File: src/rtl/sfs_pkg.sv
package sfs_pkg;
  localparam logic [7:0] ADDR_STAT = 8'h08;
  localparam logic [7:0] ADDR_MIRR = 8'h00;
  localparam int         CNT_FIELD = 6;

  typedef struct packed {
    logic                 ovf;
    logic                 wmk;
    logic [CNT_FIELD-1:0] cnt;
  } stat_t;
endpackage

File: src/rtl/sfs_store.sv
module sfs_store #(
  parameter int SW    = 8,
  parameter int DEPTH = 32
) (
  input  logic          clk,
  input  logic          rst,
  input  logic          clr,
  input  logic          push,
  input  logic [SW-1:0] wdata,
  input  logic          pop,
  output logic [SW-1:0] rdata
);
  localparam int PW = (DEPTH > 1) ? $clog2(DEPTH) : 1;
  localparam logic [PW-1:0] LAST = PW'(DEPTH - 1);

  logic [SW-1:0] mem [DEPTH];
  logic [PW-1:0] wptr, rptr;
  logic [SW-1:0] ram_q;
  logic          pv;

  function automatic logic [PW-1:0] bump(input logic [PW-1:0] p);
    return (p == LAST) ? '0 : p + 1'b1;
  endfunction

  always_ff @(posedge clk) begin
    if (push) mem[wptr] <= wdata;
    if (pop)  ram_q     <= mem[rptr];
  end

  always_ff @(posedge clk) begin
    if (rst || clr) begin
      wptr <= '0;
      rptr <= '0;
      pv   <= 1'b0;
    end else begin
      if (push) wptr <= bump(wptr);
      if (pop)  rptr <= bump(rptr);
      pv <= pop;
    end
  end

  assign rdata = pv ? ram_q : '0;
endmodule

File: src/rtl/sfs_count.sv
module sfs_count #(
  parameter int DEPTH = 32,
  parameter int CW    = $clog2(DEPTH + 1)
) (
  input  logic          clk,
  input  logic          rst,
  input  logic          clr,
  input  logic          push,
  input  logic          pop,
  output logic [CW-1:0] cnt,
  output logic [CW-1:0] cnt_nxt,
  output logic          full,
  output logic          empty
);
  localparam logic [CW-1:0] FULL_V = CW'(DEPTH);

  always_comb begin
    unique case ({push, pop})
      2'b10:   cnt_nxt = cnt + 1'b1;
      2'b01:   cnt_nxt = cnt - 1'b1;
      default: cnt_nxt = cnt;
    endcase
  end

  always_ff @(posedge clk) begin
    if (rst || clr) cnt <= '0;
    else            cnt <= cnt_nxt;
  end

  assign full  = (cnt == FULL_V);
  assign empty = (cnt == '0);
endmodule

File: src/rtl/sfs_flags.sv
module sfs_flags #(
  parameter int CW = 6
) (
  input  logic          clk,
  input  logic          rst,
  input  logic          clr,
  input  logic          en,
  input  logic [5:0]    wmrk,
  input  logic [CW-1:0] cnt_nxt,
  input  logic          ovf_evt,
  input  logic          stat_rd,
  output logic          ovf,
  output logic          wmk
);
  localparam int MW = (CW > 6) ? CW : 6;

  logic wm_hit;
  assign wm_hit = en && (wmrk != '0) && (MW'(cnt_nxt) >= MW'(wmrk));

  always_ff @(posedge clk) begin
    if (rst || clr)   ovf <= 1'b0;
    else if (ovf_evt) ovf <= 1'b1;
    else if (stat_rd) ovf <= 1'b0;
  end

  always_ff @(posedge clk) begin
    if (rst || clr)             wmk <= 1'b0;
    else if (wm_hit)            wmk <= 1'b1;
    else if (stat_rd || !en)    wmk <= 1'b0;
  end
endmodule

File: src/rtl/sfs_regs.sv
module sfs_regs
  import sfs_pkg::*;
(
  input  logic       clk,
  input  logic       rst,
  input  logic       host_re,
  input  logic [7:0] host_addr,
  input  logic       en,
  input  stat_t      stat,
  output logic       stat_rd,
  output logic [7:0] host_rdata
);
  logic hit_main, hit_mirr;
  assign hit_main = (host_addr == ADDR_STAT);
  assign hit_mirr = (host_addr == ADDR_MIRR) && en;
  assign stat_rd  = host_re && (hit_main || hit_mirr);

  always_ff @(posedge clk) begin
    if (rst)          host_rdata <= '0;
    else if (host_re) host_rdata <= stat_rd ? stat : 8'h00;
  end
endmodule

File: src/rtl/sensor_fifo_stat.sv
module sensor_fifo_stat
  import sfs_pkg::*;
#(
  parameter int SW    = 8,
  parameter int DEPTH = 32
) (
  input  logic          clk,
  input  logic          rst,
  input  logic          fifo_en,
  input  logic [5:0]    wmrk,
  input  logic          act_entry,
  input  logic          wr_stb,
  input  logic [SW-1:0] wr_data,
  input  logic          pop_stb,
  output logic [SW-1:0] pop_data,
  input  logic          host_re,
  input  logic [7:0]    host_addr,
  output logic [7:0]    host_rdata
);
  localparam int CW = $clog2(DEPTH + 1);

  logic          push_ok, pop_ok, ovf_evt, stat_rd;
  logic [CW-1:0] cnt, cnt_nxt;
  logic          full, empty, ovf, wmk;
  stat_t         stat;

  assign pop_ok  = pop_stb && !empty && !act_entry;
  assign push_ok = wr_stb && fifo_en && !act_entry && (!full || pop_ok);
  assign ovf_evt = wr_stb && fifo_en && !act_entry && full && !pop_ok;

  sfs_store #(.SW(SW), .DEPTH(DEPTH)) u_store (
    .clk(clk), .rst(rst), .clr(act_entry),
    .push(push_ok), .wdata(wr_data), .pop(pop_ok), .rdata(pop_data)
  );

  sfs_count #(.DEPTH(DEPTH), .CW(CW)) u_count (
    .clk(clk), .rst(rst), .clr(act_entry),
    .push(push_ok), .pop(pop_ok),
    .cnt(cnt), .cnt_nxt(cnt_nxt), .full(full), .empty(empty)
  );

  sfs_flags #(.CW(CW)) u_flags (
    .clk(clk), .rst(rst), .clr(act_entry), .en(fifo_en), .wmrk(wmrk),
    .cnt_nxt(cnt_nxt), .ovf_evt(ovf_evt), .stat_rd(stat_rd),
    .ovf(ovf), .wmk(wmk)
  );

  assign stat = '{ovf: ovf, wmk: wmk, cnt: CNT_FIELD'(cnt)};

  sfs_regs u_regs (
    .clk(clk), .rst(rst), .host_re(host_re), .host_addr(host_addr),
    .en(fifo_en), .stat(stat), .stat_rd(stat_rd), .host_rdata(host_rdata)
  );
endmodule

File: config.mk
export PLATFORM = sky130hd
export DESIGN_NAME = sensor_fifo_stat
export DESIGN_NICKNAME = d
export VERILOG_FILES = /design/src/rtl/sfs_pkg.sv /design/src/rtl/sfs_store.sv /design/src/rtl/sfs_count.sv /design/src/rtl/sfs_flags.sv /design/src/rtl/sfs_regs.sv /design/src/rtl/sensor_fifo_stat.sv
export SDC_FILE = /design/constraint.sdc
export NUM_CORES = 1
export LEC_CHECK = 0
export BUFFER_PORTS_ARGS = -buffer_cell sky130_fd_sc_hd__buf_2
export CAP_MARGIN = 20
export CORE_ASPECT_RATIO = 0.75
export CORE_MARGIN = 4
export CORE_UTILIZATION = 60
export CTS_CLUSTER_SIZE = 10
export DETAILED_ROUTE_END_ITERATION = 7
export PLACE_DENSITY = 0.79
export RECOVER_POWER = 25
export SETUP_SLACK_MARGIN = 0.02
export SYNTH_ARGS = -nofsm -noshare
export SYNTH_HDL_FRONTEND = slang
export SYNTH_SLANG_ARGS = --single-unit
File: constraint.sdc
create_clock -name clk -period 4.8 [get_ports clk]
set_clock_uncertainty 0.15 [all_clocks]
set_input_delay 0.96 -clock clk [delete_from_list [all_inputs] [get_ports clk]]
set_output_delay 0.96 -clock clk [all_outputs]
set_load 0.01 [all_outputs]
==> flow_metrics.env, run 1 <==
export IMPL_switching_share=0.195
export IMPL_max_freq_mhz=244
export IMPL_worstSkewPairLatency_ns=0.50
export IMPL_num_fill_cells=1195
export IMPL_postCtsSetupBuffers=0
export IMPL_mostFrequentLayoutCells="edfxtp_1 (264), nor2_1 (60), mux4_2 (56), buf_2 (40), a21oi_1 (37)"
export IMPL_die_area_sq_mm=0.0223
export IMPL_crit_path_start_kind="flop"
export IMPL_p_leak_nw=4.29
export IMPL_ctsRootBufferMaster="clkbuf_16"
export IMPL_avgSynthCellArea_sq_um=16.9
export IMPL_drive_gt1_frac=0.194
export IMPL_hold_viol_final=0
export IMPL_design_area_sq_mm=0.0133
export IMPL_first_iter_violations=785
export IMPL_fin_crit_sh=0.855
export IMPL_power_switching_mw=0.998
export IMPL_r2r_start="u_count.cnt[1]$_SDFF_PP0_"
export IMPL_hold_worst_slack_ns=0.327
export IMPL_multiInputGateArea_sq_mm=0.00327
export IMPL_io_pins=45
export IMPL_synth_edf_count=264
export IMPL_first_pass_iters=5
export IMPL_syn_cell_area_sq_mm=0.0119
export IMPL_place_congestion=0.889
export IMPL_ys_flop_type="edfxtp_1"
export IMPL_slowest_delay_ns=0.66
export IMPL_critical_path_top_delay_family="compound AO/OA/AOI/OAI gates"
export IMPL_syn2layout_area_growth_pct=11.5
export IMPL_critPathBufInv=1
export IMPL_netlist_instances=706
export IMPL_power_internal_mw=4.13
export IMPL_path_cells="or4_1 > o31ai_1 > buf_2 > nor2_1 > ha_1 > a21o_1 > a21o_1 > o21ai_0 > mux2i_1 > o21ai_0 > ha_1 > a21oi_1 > o21a_1 > o22ai_1"
export IMPL_violations="max-capacitance violations, max-slew violations"
export IMPL_grt_pass1_vias=6790
export IMPL_cts_made_buffers=35
export IMPL_async_flop_share=0
export IMPL_utilization=0.685
export IMPL_cts_sinks=291
export IMPL_cts_hold_buf=0
export IMPL_clk_pin_slew_ns=0.06
export IMPL_fp_coreArea_sq_mm=0.0194
export IMPL_final_common_cell="edfxtp_1"
export IMPL_yosysSeqAreaShare=0.709
export IMPL_yosysWarnings=0
export IMPL_grtUsageTotal=0.243
export IMPL_dpl_hpwl_mm=15.9
export IMPL_regArea_sq_mm=0.00848
export IMPL_dpl_cell_area_sq_mm=0.0124
export IMPL_syn_nets=753
export IMPL_p_total_mw=5.13
export IMPL_overflow=0
export IMPL_outcome="finished with violations"
export IMPL_setup_tns_ns=0
export IMPL_synth_xor_area_share=0.00440
export IMPL_fin_crit_ns=4.10
export IMPL_seqPwrFrac=0.540
export IMPL_p_per_area_mw_per_mm2=385
export IMPL_cp_required_ns=5.01
export IMPL_endpoint_kind="flop"
export IMPL_cp_arrival_ns=4.31
export IMPL_peakVddDrop_uv=431
export IMPL_post_route_worst_setup_slack_ns=0.697
export IMPL_wl_per_cell_um=25.8
export IMPL_cts_tree="yes"
export IMPL_portBuffers=44
export IMPL_wl_mm=26.1
export IMPL_setup_violations=0
export IMPL_initial_core_util=0.615
export IMPL_critPathSlowestCell="or4_1"
export IMPL_fp_dieW_um=171
export IMPL_critPathMaxFanout=10
export IMPL_setup_worst_path_start="u_count.cnt[1]$_SDFF_PP0_"
export IMPL_diodes=0
export IMPL_synth_compound_area_frac=0.0464
export IMPL_htreeDepth=2
export IMPL_drc_errors=0
export IMPL_path_class="flop to flop"
export IMPL_synth_top_family_by_area="multiplexers"
export IMPL_fin_nets=802
export IMPL_grt_pass1_wl_mm=40.1
export IMPL_fin_cells=1015
export IMPL_maxSlewViolCount=33
export IMPL_min_path_type="flop to flop"
export IMPL_synthSimpleGateAreaFrac=0.0667
export IMPL_synth_fa_ha_area_frac=0.0195
export IMPL_cts_resized=0
export IMPL_grt_max_degree=60
export IMPL_slew_headroom=-0.00790
export IMPL_min_from="u_flags.ovf$_SDFFE_PP0P_"
export IMPL_final_antenna_net_count=0
export IMPL_drv_cap=1
export IMPL_place_ws_ns=0.234
export IMPL_cts_buffer_depth=3
export IMPL_grt_antenna_before_repair=0
export IMPL_clkPwrFrac=0.443
export IMPL_num_rows=44
export IMPL_rsz0062_at_grt="no"
export IMPL_ys_seq_elements=291
export IMPL_pwr_share_comb=0.017
export IMPL_yosys_mux_area_fraction=0.137
export IMPL_die_y_um=130
export IMPL_tightest_slew_ns=1.51
export IMPL_vias_per_cell=6.51
export IMPL_dp_cells=970
export IMPL_synth_cell_types=52
export IMPL_dr_total_vias=6606
[flip-flops by register name (all words and copies together), names as in the netlist]
signal             count
u_regs.host_rdata      8
u_count.cnt            6
u_store.mem          256
u_store.wptr           5
u_flags.wmk            1
u_store.pv             1
u_store.ram_q          8
u_store.rptr           5
u_flags.ovf            1
[power by group through the flow]
stage	Sequential [mW]	Combinational, mW	Clock, mW
finish	2.77	0.0871	2.27
global placement	2.82	0.0808	0
CTS	2.77	0.0871	2.30
global route	2.77	0.0950	2.41
floorplan	2.82	0.0297	0
detailed placement	2.82	0.0870	0
[final cells by class]
class	instances	area share
clock buffer	41	0.0690
clock inverter	3	0.00254
inverter	17	0.00479
multi-input combinational	362	0.245
sequential	291	0.636
tap	253	0.0238
timing repair buffer	48	0.0181
[tightest hold or removal path, cell delays in order, from the launching register on]
cell and delay, ns:
dfxtp_1 0.31, nand2b_1 0.07, a21oi_1 0.05
[synth_stat cells (4+ instances only)]
cell type  instances  area share
a21oi_1           37       0.016
a21o_1             6      0.0038
or4_1              4      0.0025
buf_1              6      0.0019
o211ai_1           8      0.0050
clkbuf_1          22      0.0069
inv_1             17      0.0053
and2_1            13      0.0068
nand2_1           31      0.0097
edfxtp_1         264        0.66
nand3_1            4      0.0017
ha_1              17       0.018
nor2b_1           19      0.0099
dfxtp_1           27       0.045
a221o_1            7      0.0059
buf_2              8      0.0034
nor2_1            60       0.019
mux4_2            56        0.11
o21ai_0           12      0.0050
mux2i_1           33       0.028
nand2b_1           7      0.0037
[per-layer routing]
layer,wire length [um],vias to the layer above,part of all wire,track usage
met4,661,0,0.025,0.0722
met2,12100,355,0.46,0.375
met1,10800,3343,0.41,0.346
met5,0,-,0,0
met3,2580,58,0.099,0.0697
li1,-,2850,-,-
[cell families after synthesis]
logic type,count (synthesis)
fa+ha+maj,18
simple gates,160
mux,92
flops,291
compound gates,86
xor+xnor,6
buf+inv,53
[path summary, 6_finish.rpt]
check / cells after the start / to / slack (ns)
worst min register to register: 2 / u_flags.ovf$_SDFFE_PP0P_ / 0.33
worst max register to register: 14 / u_flags.wmk$_SDFFE_PP0P_ / 0.70
worst max-delay path: 14 / u_flags.wmk$_SDFFE_PP0P_ / 0.70
worst min-delay path: 2 / u_flags.ovf$_SDFFE_PP0P_ / 0.33
Power figures use the tool's default switching activity.
==> inputs of run 2 (changes only) <==
BUFFER_PORTS_ARGS = not set   (was -buffer_cell sky130_fd_sc_hd__buf_2)
DONT_BUFFER_PORTS = 1   (was not set)
GPL_TIMING_DRIVEN = 0   (was not set)
MAX_ROUTING_LAYER = met4   (was not set)
PLACE_DENSITY = 0.77   (was 0.79)
==> run 2 against run 1 <==
Against the previous run:
- the flow now finishes without violations
- setup slack worse by 0.34 ns
- first-iteration DRC count is 6.9% higher
- largest cell class unchanged
- critical path depth is 1 higher
- sequential power hardly changed
- cell count is 0.39% lower
- sequential cell count stayed put
- clock power hardly changed
- routed wire length is 2.1% lower
- utilization is 0.39 points lower
- sequential share of layout area is 0.30 points higher
- fmax is 7.6% lower
- largest power group unchanged
- register-to-register slack worse by 0.34 ns
- highest routed layer unchanged
==> flow_metrics.env, run 2 (same netlist as run 1, synthesis figures left out) <==
export IMPL_r2r_start="u_count.cnt[1]$_SDFF_PP0_"
export IMPL_outcome="finished clean"
export IMPL_num_rows=44
export IMPL_reg_top3="u_store.mem (256), u_regs.host_rdata (8), u_store.ram_q (8)"
export IMPL_dr_total_vias=6397
export IMPL_die_y_um=130
export IMPL_cts_tree="yes"
export IMPL_final_common_cell="edfxtp_1"
export IMPL_overflow=0
export IMPL_dpl_hpwl_mm=16.7
export IMPL_cts_sinks=291
export IMPL_die_area_sq_mm=0.0223
export IMPL_cts_buffer_depth=3
export IMPL_crit_path_start_kind="flop"
export IMPL_clk_pin_slew_ns=0.06
export IMPL_critPathMaxFanout=10
export IMPL_dr_wl_met2_mm=11.7
export IMPL_cts_hold_buf=0
export IMPL_max_freq_mhz=225
export IMPL_drc_errors=0
export IMPL_rsz0062_at_grt="no"
export IMPL_tightest_slew_ns=0.848
export IMPL_min_path_type="flop to flop"
export IMPL_wl_mm=25.6
export IMPL_fin_crit_sh=0.925
export IMPL_setup_tns_ns=0
export IMPL_min_from="u_flags.ovf$_SDFFE_PP0P_"
export IMPL_largest_reg_flops=256
export IMPL_ctsRootBufferMaster="clkbuf_16"
export IMPL_grt_pass1_wl_mm=39.6
export IMPL_grt_antenna_before_repair=0
export IMPL_cts_resized=0
export IMPL_grt_pass1_vias=6707
export IMPL_io_pins=45
export IMPL_grtUsageTotal=0.249
export IMPL_hold_viol_final=0
export IMPL_dr_max_layer_used="met4"
export IMPL_portBuffers=0
export IMPL_place_congestion=0.947
export IMPL_htreeDepth=2
export IMPL_dr_wl_met3_mm=2.41
export IMPL_initial_core_util=0.615
export IMPL_vias_per_cell=6.33
export IMPL_p_leak_nw=4.17
export IMPL_path_class="flop to flop"
export IMPL_regMostFlops="u_store.mem"
export IMPL_post_route_worst_setup_slack_ns=0.359
export IMPL_fin_nets=790
export IMPL_num_fill_cells=1242
export IMPL_cts_made_buffers=35
export IMPL_setup_violations=0
export IMPL_cp_arrival_ns=4.65
export IMPL_postCtsSetupBuffers=0
export IMPL_cp_required_ns=5.01
export IMPL_grt_max_degree=33
export IMPL_endpoint_kind="flop"
export IMPL_syn2layout_area_growth_pct=10.9
export IMPL_peakVddDrop_uv=369
export IMPL_worstSkewPairLatency_ns=0.52
export IMPL_drv_cap=0
export IMPL_wl_per_cell_um=25.3
export IMPL_setup_worst_path_start="u_count.cnt[1]$_SDFF_PP0_"
export IMPL_first_iter_violations=839
export IMPL_final_antenna_net_count=0
export IMPL_mostFrequentLayoutCells="edfxtp_1 (264), nor2_1 (60), mux4_2 (56), a21oi_1 (37), clkbuf_16 (36)"
export IMPL_drive_gt1_frac=0.147
export IMPL_fp_coreArea_sq_mm=0.0194
export IMPL_place_ws_ns=0.276
export IMPL_wl_met1_mm=11.0
export IMPL_fin_crit_ns=4.44
export IMPL_slew_headroom=0.434
export IMPL_first_pass_iters=5
export IMPL_fp_dieW_um=171
export IMPL_maxSlewViolCount=0
export IMPL_p_per_area_mw_per_mm2=386
run 2: cell types whose count changed in the layout (fill, tap and decap cells not counted):
cell,previous run,this run
clkbuf_1,10,34
buf_2,40,8
diode_2,0,1
buf_1,0,6
dfxtp_4,2,0
dfxtp_1,25,27
buf_4,3,0
run 2: critical path: stages, from the launching register on:
cell and delay [ns]:
dfxtp_1 0.36, or4_1 0.54, buf_2 0.18, o31ai_1 0.32, clkbuf_1 0.36, nor2_1 0.21, ha_1 0.31, a21o_1 0.15
a21o_1 0.20, o21ai_0 0.30, mux2i_1 0.30, o21ai_0 0.19, ha_1 0.34, a21oi_1 0.15, o21a_1 0.14, o22ai_1 0.08
run 2: cell type report:
| cell class | count | area, sq um | share of cell area |
|---|---|---|---|
| plain buffers | 36 | 145 | 0.0110 |
| clock buffers | 48 | 946 | 0.0714 |
| well taps | 253 | 317 | 0.0239 |
| flip-flops and latches | 291 | 8470 | 0.639 |
| multi-input cells | 362 | 3270 | 0.247 |
| inverters | 17 | 63.8 | 0.00482 |
| clock inverters | 3 | 33.8 | 0.00255 |
| diodes | 1 | 2.50 | 0.000189 |
run 2: path summary, 6_finish.rpt:
kind | to | slack [ns] | cells after the start
setup / recovery | u_flags.wmk$_SDFFE_PP0P_ | 0.36 | 15
hold / removal | u_flags.ovf$_SDFFE_PP0P_ | 0.33 | 2
setup reg to reg | u_flags.wmk$_SDFFE_PP0P_ | 0.36 | 15
hold reg to reg | u_flags.ovf$_SDFFE_PP0P_ | 0.33 | 2
run 2: power by group:
part,internal [mW],switching [mW]
logic,0.0158,0.0256
clock network,1.37,0.939
registers,2.77,0.00144
run 2: per-layer routing:
metal  global-route usage  up-vias
li1                     -     2826
met1                0.352     3222
met2                0.369      306
met3               0.0690       43
met4               0.0638        0
met5                    -        -
run 2: through the flow:
step	utilization	instance area [sq um]	total power [mW]	hold slack, ns	std cells
3_3_place_gp	0.631	12300	2.86	0.311	959
2_1_floorplan	-	11900	2.85	0.297	706
5_1_grt	0.681	13200	5.27	0.367	1010
6_report	0.682	13200	5.11	0.330	1011
3_5_place_dp	0.631	12300	2.86	0.317	959
4_1_cts	0.681	13200	5.14	0.327	1010
